===== src/rtl/pis_pkg.sv =====
package pis_pkg;

  typedef enum logic [1:0] {
    OP_IDX = 2'd0,
    OP_DAT = 2'd1,
    OP_RD  = 2'd2
  } bus_op_e;

  typedef enum logic [2:0] {
    SK_RST_LO,
    SK_RST_HI,
    SK_DELAY,
    SK_WRITE,
    SK_TABLE,
    SK_ID_READ,
    SK_IDX_ONLY,
    SK_END
  } step_kind_e;

  // One program step: for SK_TABLE, val is the first table row and rep the row count;
  // for SK_WRITE, rep is how many times the same pair is sent.
  typedef struct packed {
    step_kind_e  kind;
    logic [15:0] addr;
    logic [15:0] val;
    logic [31:0] rep;
  } step_t;

  localparam int STEP_AW   = 5;
  localparam int TBL_AW    = 6;
  localparam int MS_W      = 8;

  function automatic logic [17:0] pack_bus(input logic [15:0] w);
    return {w[15:8], 1'b1, w[7:0], 1'b1};
  endfunction

  function automatic logic [15:0] unpack_bus(input logic [17:0] b);
    return {b[17:10], b[8:1]};
  endfunction

  function automatic step_t mk_step(input step_kind_e k, input logic [15:0] a,
                                    input logic [15:0] v, input logic [31:0] r);
    step_t s;
    s.kind = k;
    s.addr = a;
    s.val  = v;
    s.rep  = r;
    return s;
  endfunction

endpackage


===== src/rtl/pis_step_rom.sv =====
module pis_step_rom
  import pis_pkg::*;
#(
  parameter int COLS           = 320,
  parameter int ROWS           = 240,
  parameter int WORDS_PER_LINE = 256
) (
  input  logic [STEP_AW-1:0] idx,
  output step_t              ent
);
  localparam logic [15:0] WIN_TOP   = 16'(239 - (ROWS - 1));
  localparam logic [15:0] WIN_RIGHT = 16'(COLS - 1);
  localparam logic [31:0] FILL_N    = 32'(COLS * WORDS_PER_LINE);

  always_comb begin
    ent = mk_step(SK_END, 16'h0, 16'h0, 32'd0);
    case (idx)
      5'd0:  ent = mk_step(SK_RST_LO,   16'h0000, 16'd2,    32'd0);
      5'd1:  ent = mk_step(SK_RST_HI,   16'h0000, 16'd1,    32'd0);
      5'd2:  ent = mk_step(SK_WRITE,    16'h0000, 16'h0000, 32'd4);
      5'd3:  ent = mk_step(SK_ID_READ,  16'h0000, 16'h0000, 32'd1);
      5'd4:  ent = mk_step(SK_WRITE,    16'h0000, 16'h0000, 32'd4);
      5'd5:  ent = mk_step(SK_WRITE,    16'h00A4, 16'h0001, 32'd1);
      5'd6:  ent = mk_step(SK_DELAY,    16'h0000, 16'd10,   32'd0);
      5'd7:  ent = mk_step(SK_TABLE,    16'h0000, 16'd0,    32'd12);
      5'd8:  ent = mk_step(SK_DELAY,    16'h0000, 16'd100,  32'd0);
      5'd9:  ent = mk_step(SK_TABLE,    16'h0000, 16'd12,   32'd25);
      5'd10: ent = mk_step(SK_WRITE,    16'h0050, WIN_TOP,  32'd1);
      5'd11: ent = mk_step(SK_WRITE,    16'h0051, 16'h00EF, 32'd1);
      5'd12: ent = mk_step(SK_WRITE,    16'h0052, 16'h0000, 32'd1);
      5'd13: ent = mk_step(SK_WRITE,    16'h0053, WIN_RIGHT, 32'd1);
      5'd14: ent = mk_step(SK_TABLE,    16'h0000, 16'd37,   32'd4);
      5'd15: ent = mk_step(SK_DELAY,    16'h0000, 16'd10,   32'd0);
      5'd16: ent = mk_step(SK_TABLE,    16'h0000, 16'd41,   32'd3);
      5'd17: ent = mk_step(SK_DELAY,    16'h0000, 16'd40,   32'd0);
      5'd18: ent = mk_step(SK_WRITE,    16'h0020, 16'h0000, 32'd1);
      5'd19: ent = mk_step(SK_WRITE,    16'h0021, 16'h0000, 32'd1);
      5'd20: ent = mk_step(SK_WRITE,    16'h0022, 16'h0000, FILL_N);
      5'd21: ent = mk_step(SK_WRITE,    16'h0020, 16'h0000, 32'd1);
      5'd22: ent = mk_step(SK_WRITE,    16'h0021, 16'h0000, 32'd1);
      5'd23: ent = mk_step(SK_WRITE,    16'h0007, 16'h0173, 32'd1);
      5'd24: ent = mk_step(SK_DELAY,    16'h0000, 16'd40,   32'd0);
      5'd25: ent = mk_step(SK_IDX_ONLY, 16'h0000, 16'h0022, 32'd1);
      5'd26: ent = mk_step(SK_DELAY,    16'h0000, 16'd100,  32'd0);
      default: ;
    endcase
  end
endmodule


===== src/rtl/pis_table_rom.sv =====
module pis_table_rom
  import pis_pkg::*;
(
  input  logic [TBL_AW-1:0] idx,
  output logic [15:0]       addr,
  output logic [15:0]       val
);
  logic [31:0] row;

  always_comb begin
    case (idx)
      // group A, rows 0..11
      6'd0:  row = 32'h0060_2700;
      6'd1:  row = 32'h0008_0808;
      6'd2:  row = 32'h0090_001A;
      6'd3:  row = 32'h0007_0001;
      6'd4:  row = 32'h0017_0001;
      6'd5:  row = 32'h0019_0000;
      6'd6:  row = 32'h0010_17B0;
      6'd7:  row = 32'h0011_0116;
      6'd8:  row = 32'h0012_0198;
      6'd9:  row = 32'h0013_1400;
      6'd10: row = 32'h0029_000C;
      6'd11: row = 32'h0012_01B8;
      // group B, rows 12..36
      6'd12: row = 32'h0030_0307;
      6'd13: row = 32'h0031_0303;
      6'd14: row = 32'h0032_0603;
      6'd15: row = 32'h0033_0202;
      6'd16: row = 32'h0034_0202;
      6'd17: row = 32'h0035_0202;
      6'd18: row = 32'h0036_1F1F;
      6'd19: row = 32'h0037_0303;
      6'd20: row = 32'h0038_0303;
      6'd21: row = 32'h0039_0603;
      6'd22: row = 32'h003A_0202;
      6'd23: row = 32'h003B_0102;
      6'd24: row = 32'h003C_0204;
      6'd25: row = 32'h003D_0000;
      6'd26: row = 32'h0001_0100;
      6'd27: row = 32'h0002_0300;
      6'd28: row = 32'h0003_5028;
      6'd29: row = 32'h0020_00EF;
      6'd30: row = 32'h0021_0000;
      6'd31: row = 32'h0004_0000;
      6'd32: row = 32'h0009_0000;
      6'd33: row = 32'h000A_0008;
      6'd34: row = 32'h000C_0000;
      6'd35: row = 32'h000D_0000;
      6'd36: row = 32'h0015_8000;
      // group C, rows 37..40
      6'd37: row = 32'h0061_0001;
      6'd38: row = 32'h0092_0100;
      6'd39: row = 32'h0093_0001;
      6'd40: row = 32'h0007_0021;
      // group D, rows 41..43
      6'd41: row = 32'h0010_16B0;
      6'd42: row = 32'h0011_0111;
      6'd43: row = 32'h0007_0061;
      default: row = 32'h0000_0000;
    endcase
    addr = row[31:16];
    val  = row[15:0];
  end
endmodule


===== src/rtl/pis_ms_timer.sv =====
module pis_ms_timer #(
  parameter int CYC_PER_MS = 125000,
  parameter int MS_W       = 8
) (
  input  logic            clk,
  input  logic            rst_n,
  input  logic            load,
  input  logic [MS_W-1:0] ms,
  output logic            idle
);
  localparam int CW = (CYC_PER_MS > 1) ? $clog2(CYC_PER_MS) : 1;
  localparam logic [CW-1:0] RELOAD = CW'(CYC_PER_MS - 1);

  logic [MS_W-1:0] ms_left;
  logic [CW-1:0]   cyc;

  always_ff @(posedge clk) begin
    if (!rst_n) begin
      ms_left <= '0;
      cyc     <= '0;
    end else if (load) begin
      ms_left <= ms;
      cyc     <= RELOAD;
    end else if (ms_left != '0) begin
      if (cyc == '0) begin
        cyc     <= RELOAD;
        ms_left <= ms_left - 1'b1;
      end else begin
        cyc <= cyc - 1'b1;
      end
    end
  end

  assign idle = (ms_left == '0);
endmodule


===== src/rtl/panel_init_seq.sv =====
module panel_init_seq
  import pis_pkg::*;
#(
  parameter int          CYC_PER_MS     = 125000,
  parameter int          COLS           = 320,
  parameter int          ROWS           = 240,
  parameter int          WORDS_PER_LINE = 256,
  parameter logic [15:0] DEV_CODE       = 16'h1505
) (
  input  logic        clk,
  input  logic        rst_n,
  input  logic        init_start,
  output logic        init_done,
  output logic        init_fail,
  output logic        panel_rst_n,
  output logic        bus_valid,
  input  logic        bus_ready,
  output logic [1:0]  bus_op,
  output logic [17:0] bus_word,
  input  logic [17:0] bus_rdata
);

  typedef enum logic [2:0] {ST_IDLE, ST_STEP, ST_WAIT, ST_IDX, ST_DAT, ST_RD} state_e;

  state_e               state;
  logic [STEP_AW-1:0]   step_idx;
  logic [31:0]          rep_left;
  logic [TBL_AW-1:0]    tptr;
  logic                 prst_q, done_q, fail_q;

  step_t                ent;
  logic [15:0]          tbl_addr, tbl_val;
  logic [15:0]          cur_addr, cur_val;
  logic                 tmr_load, tmr_idle;
  logic                 hs;

  pis_step_rom #(
    .COLS(COLS), .ROWS(ROWS), .WORDS_PER_LINE(WORDS_PER_LINE)
  ) u_steps (
    .idx(step_idx),
    .ent(ent)
  );

  pis_table_rom u_table (
    .idx (tptr),
    .addr(tbl_addr),
    .val (tbl_val)
  );

  pis_ms_timer #(.CYC_PER_MS(CYC_PER_MS), .MS_W(MS_W)) u_timer (
    .clk  (clk),
    .rst_n(rst_n),
    .load (tmr_load),
    .ms   (ent.val[MS_W-1:0]),
    .idle (tmr_idle)
  );

  // pair currently being sent: from the table for table steps, else from the step
  always_comb begin
    if (ent.kind == SK_TABLE) begin
      cur_addr = tbl_addr;
      cur_val  = tbl_val;
    end else begin
      cur_addr = ent.addr;
      cur_val  = ent.val;
    end
  end

  assign tmr_load = (state == ST_STEP) &&
                    (ent.kind == SK_RST_LO || ent.kind == SK_RST_HI || ent.kind == SK_DELAY);

  assign bus_valid = (state == ST_IDX) || (state == ST_DAT) || (state == ST_RD);
  assign hs        = bus_valid && bus_ready;

  always_comb begin
    bus_op   = OP_IDX;
    bus_word = pack_bus(16'h0000);
    case (state)
      ST_IDX: begin
        bus_op   = OP_IDX;
        bus_word = (ent.kind == SK_IDX_ONLY) ? pack_bus(ent.val) : pack_bus(cur_addr);
      end
      ST_DAT: begin
        bus_op   = OP_DAT;
        bus_word = pack_bus(cur_val);
      end
      ST_RD: begin
        bus_op   = OP_RD;
        bus_word = pack_bus(16'h0000);
      end
      default: ;
    endcase
  end

  always_ff @(posedge clk) begin
    if (!rst_n) begin
      state    <= ST_IDLE;
      step_idx <= '0;
      rep_left <= '0;
      tptr     <= '0;
      prst_q   <= 1'b1;
      done_q   <= 1'b0;
      fail_q   <= 1'b0;
    end else begin
      case (state)
        ST_IDLE: begin
          if (init_start) begin
            step_idx <= '0;
            done_q   <= 1'b0;
            fail_q   <= 1'b0;
            state    <= ST_STEP;
          end
        end
        ST_STEP: begin
          case (ent.kind)
            SK_RST_LO: begin
              prst_q <= 1'b0;
              state  <= ST_WAIT;
            end
            SK_RST_HI: begin
              prst_q <= 1'b1;
              state  <= ST_WAIT;
            end
            SK_DELAY: state <= ST_WAIT;
            SK_WRITE: begin
              rep_left <= ent.rep;
              state    <= ST_IDX;
            end
            SK_TABLE: begin
              rep_left <= ent.rep;
              tptr     <= ent.val[TBL_AW-1:0];
              state    <= ST_IDX;
            end
            SK_ID_READ, SK_IDX_ONLY: state <= ST_IDX;
            default: begin
              done_q <= 1'b1;
              state  <= ST_IDLE;
            end
          endcase
        end
        ST_WAIT: begin
          if (tmr_idle) begin
            step_idx <= step_idx + 1'b1;
            state    <= ST_STEP;
          end
        end
        ST_IDX: begin
          if (hs) begin
            if (ent.kind == SK_IDX_ONLY) begin
              step_idx <= step_idx + 1'b1;
              state    <= ST_STEP;
            end else if (ent.kind == SK_ID_READ) begin
              state <= ST_RD;
            end else begin
              state <= ST_DAT;
            end
          end
        end
        ST_DAT: begin
          if (hs) begin
            tptr <= tptr + 1'b1;
            if (rep_left <= 32'd1) begin
              step_idx <= step_idx + 1'b1;
              state    <= ST_STEP;
            end else begin
              rep_left <= rep_left - 32'd1;
              state    <= ST_IDX;
            end
          end
        end
        ST_RD: begin
          if (hs) begin
            if (unpack_bus(bus_rdata) == DEV_CODE) begin
              step_idx <= step_idx + 1'b1;
              state    <= ST_STEP;
            end else begin
              fail_q <= 1'b1;
              state  <= ST_IDLE;
            end
          end
        end
        default: state <= ST_IDLE;
      endcase
    end
  end

  assign panel_rst_n = prst_q;
  assign init_done   = done_q;
  assign init_fail   = fail_q;

endmodule


===== config.mk =====
export PLATFORM = sky130hd
export DESIGN_NAME = panel_init_seq
export DESIGN_NICKNAME = d
export VERILOG_FILES = /design/src/rtl/pis_pkg.sv /design/src/rtl/pis_step_rom.sv /design/src/rtl/pis_table_rom.sv /design/src/rtl/pis_ms_timer.sv /design/src/rtl/panel_init_seq.sv
export SDC_FILE = /design/constraint.sdc
export NUM_CORES = 1
export LEC_CHECK = 0
export BUFFER_PORTS_ARGS = -buffer_cell sky130_fd_sc_hd__buf_2
export CAP_MARGIN = 5
export CELL_PAD_IN_SITES_DETAIL_PLACEMENT = 1
export CELL_PAD_IN_SITES_GLOBAL_PLACEMENT = 1
export CORE_ASPECT_RATIO = 1.75
export CORE_MARGIN = 2
export CORE_UTILIZATION = 35
export DETAILED_ROUTE_END_ITERATION = 6
export HOLD_SLACK_MARGIN = 0.08
export PLACE_DENSITY_LB_ADDON = 0.1
export SLEW_MARGIN = 30
export SYNTH_ARGS = -nofsm -noshare
export SYNTH_HDL_FRONTEND = slang
export SYNTH_SLANG_ARGS = --single-unit

===== constraint.sdc =====
create_clock -name clk -period 12.7 [get_ports clk]
set_clock_uncertainty 0.1 [all_clocks]
set_input_delay 3.175 -clock clk [delete_from_list [all_inputs] [get_ports clk]]
set_output_delay 3.175 -clock clk [all_outputs]
set_load 0.01 [all_outputs]

==> metrics.txt <==
Layout Cells excl Fill=approximately 1.1k; Final Routed Wirelength=23200 um; Setup Viol. Count Final=0; Slowest-stage cell, CP=nor2_1; GRT Overall Usage=23.6%; post_cts resized=0; Port Buffers=41; adder-cell share of the synthesized area=4.01%; CTS buffer count=9; post-synthesis mux area share=between 2 and 3%; crit-path max cell delay=0.75 ns; post-synthesis area per instance=7.46 um2; clk slew on worst S/H paths=0.08 ns; Ports=46; DRT iter0 DRCs=323; Mapped Area=0.00656 mm2; clock period minus worst slack=7.44 ns; routability congestion estimate from global placement=0.958; hold_buf cts=0; grt total ovfl=0; Initial Utilization=35.4%; CTS tree=done; Vert. Die Dim=185 um; RSZ-0062 raised after global routing=no; n_diodes=0; outcome=completed; Buf+Inv Stages, Crit Path=2; Vias=6692; total of warnings raised by yosys=0; first-pass GRT wire length=36500 um; most frequent CP cell=o21bai_1; Max clock buf depth=2; worst hold path type=reg -> reg; HPWL Detailed=17500 um; most frequent cell after synthesis=nor2_1; worst skew pair latency=between 0.3 and 0.4 ns; core area=0.0185 mm2; largest family of logic cells by synthesized area=simple AND/OR/NAND/NOR gates; Final Cycle Share=roughly three fifths; Seq cells post-synth=between 90 and 100; routed vias/inst=~5.9; share of layout cells above drive strength 1=11.0%; register area share after synthesis=29.9%; dominant cells by area after synthesis=dfxtp_1 (30%), nor2_1 (7.4%), a21oi_1 (5.5%), nand2_1 (4.2%), ha_1 (4.0%); root buffer cell=clkbuf_16; Area Overhead vs Synth=10.3%; top post-synthesis cells by count=nor2_1 (129), dfxtp_1 (98), nand2_1 (73); top cell family by delay on the critical path=simple AND/OR/NAND/NOR gates; post-synthesis compound-gate area fraction=23.3%; post-synthesis xor/xnor area fraction=between 6 and 7%; setup TNS=0 ns; fraction of registers with async set/reset=0%; EDFF count, synth=0; critical path class=reg -> out; M1 GR Usage=a little under a quarter; Crit. End Element=output pin; CP Cell Sequence=inv_1, ha_1, or4b_2, a32oi_1, o211ai_1, nor2_1, o21bai_1, o21bai_1, buf_2; post-synth top area cell=dfxtp_1; Post-CTS Setup Inserts=0; Yosys top cell area share=approximately 30%; worst slew pin tran=1.09 ns; critical-path maximum fanout=17; CTS sink count=98; largest net degree at the start of global routing=36; achievable frequency=134 MHz; drt pass-1 iters=4; worst path arrival time=~4.2 ns; placed insts=1111; count of unique library cells instantiated by Yosys=80; global routing's busiest layer=met2; Synth Area in Simple Gates=28.5%; number of max-cap violations=0; fillers=roughly 2.3k; CTS H-Tree Depth=3; Critical Path Start Type=flop; met2 Use GR=44.6%; P per Cell Area=131 mW/mm2; post-route ant nets=0; die width=107 um; row count=66; GR Util met3=3.17%; nets=927; worst vdd ir=0.0000703 V; initial antenna violation count=0; Hold Vio Cnt, Final=0; DRC=0; Cells after Synth=between 800 and 900; ys flop type=dfxtp_1; Avg WL per Cell=about 21 um; vias in the first global route=7059; Leak=about 0.0028 uW; relative slew slack=between 20% and 30%; Slew Limit Fails=0; CP required=9.43 ns; die area=a little under 0.02 mm2
==> placed cells by master (no fill, tap or decap), types with 13 or more instances in the layout <==
cell type,synthesis,routed
o21ai_0,34,34
buf_2,5,41
nand2b_1,14,14
nor2_1,129,128
inv_1,25,25
nor3_1,35,35
ha_1,21,21
nand2_1,73,73
dfxtp_1,98,98
xor2_1,26,26
nand3_1,31,31
or3_1,14,14
o22ai_1,17,17
mux2i_1,13,13
a21oi_1,72,72
xnor2_1,20,20
==> flip-flops by register name, summed over array words and instances, names as in the netlist <==
signal / count
u_timer.cyc: 17
init_fail: 1
panel_rst_n: 1
init_done: 1
u_table.row: 24
step_idx: 5
u_timer.ms_left: 8
tptr: 6
state: 3
rep_left: 32
==> cells by family (layout without fill, tap and decap cells) <==
| group | after synthesis | count (layout) |
|---|---|---|
| compound gates | 229 | 229 |
| xor+xnor | 46 | 46 |
| fa+ha+maj | 21 | 21 |
| buf+inv | 89 | 98 |
| flops | 98 | 98 |
| mux | 17 | 17 |
| other cells | 1 | 2 |
| simple gates | 378 | 378 |
==> per-layer routing <==
metal | wire length, um | up-vias
met3 | 616 | 83
met4 | 1570 | 0
met5 | 0 | -
met1 | 8480 | 3288
li1 | - | 3166
met2 | 12500 | 155
==> power by group <==
part           internal, uW  switching (uW)
logic                   109             164
clock network           158             137
registers               343            36.5
total                   611             338
==> cell type report <==
type                            count  area (um2)  area share, %
Inverter                           29         109           1.51
Tap cell                          238         298           4.12
Timing Repair Buffer               53         295           4.09
Clock buffer                        9         225           3.12
Clock inverter                      7        87.6           1.21
Multi-Input combinational cell    693        4250           58.8
Sequential cell                    98        1960           27.1
==> path summary, 6_finish.rpt <==
check,slack [ns],end,startpoint,cells after the start
setup / recovery,5.26,bus_word[5],step_idx[0]$_SDFFE_PN0P_,9
hold reg to reg,0.38,init_fail$_SDFFE_PN0P_,init_fail$_SDFFE_PN0P_,2
hold / removal,0.38,init_fail$_SDFFE_PN0P_,init_fail$_SDFFE_PN0P_,2
setup reg to reg,6.90,u_table.row[8]$_DFF_P_,step_idx[0]$_SDFFE_PN0P_,13
==> per-stage QoR <==
step	hold WS, ns	power, uW	cell area, um2	worst slack (ns)	utilization, %
detailed placement	0.366	663	6910	5.66	37.4
finish	0.378	948	7230	5.26	39.1
CTS	0.383	962	7230	5.26	39.1
floorplan	0.348	591	6560	6.39	-
global route	0.396	1020	7230	4.98	39.1
global placement	0.357	646	6910	5.74	37.4
==> worst reg2reg max path: stages (launching register included) <==
cell     delay [ns]
dfxtp_1        0.37
ha_1           0.45
and3_1         0.30
ha_1           0.18
a31o_2         0.22
or3_1          0.56
or4_1          0.74
a31oi_1        0.65
nor2_1         0.38
inv_1          0.25
ha_1           0.46
nand3_1        0.21
a21oi_1        0.12
o32ai_1        0.62
Power figures use the tool's default switching activity.
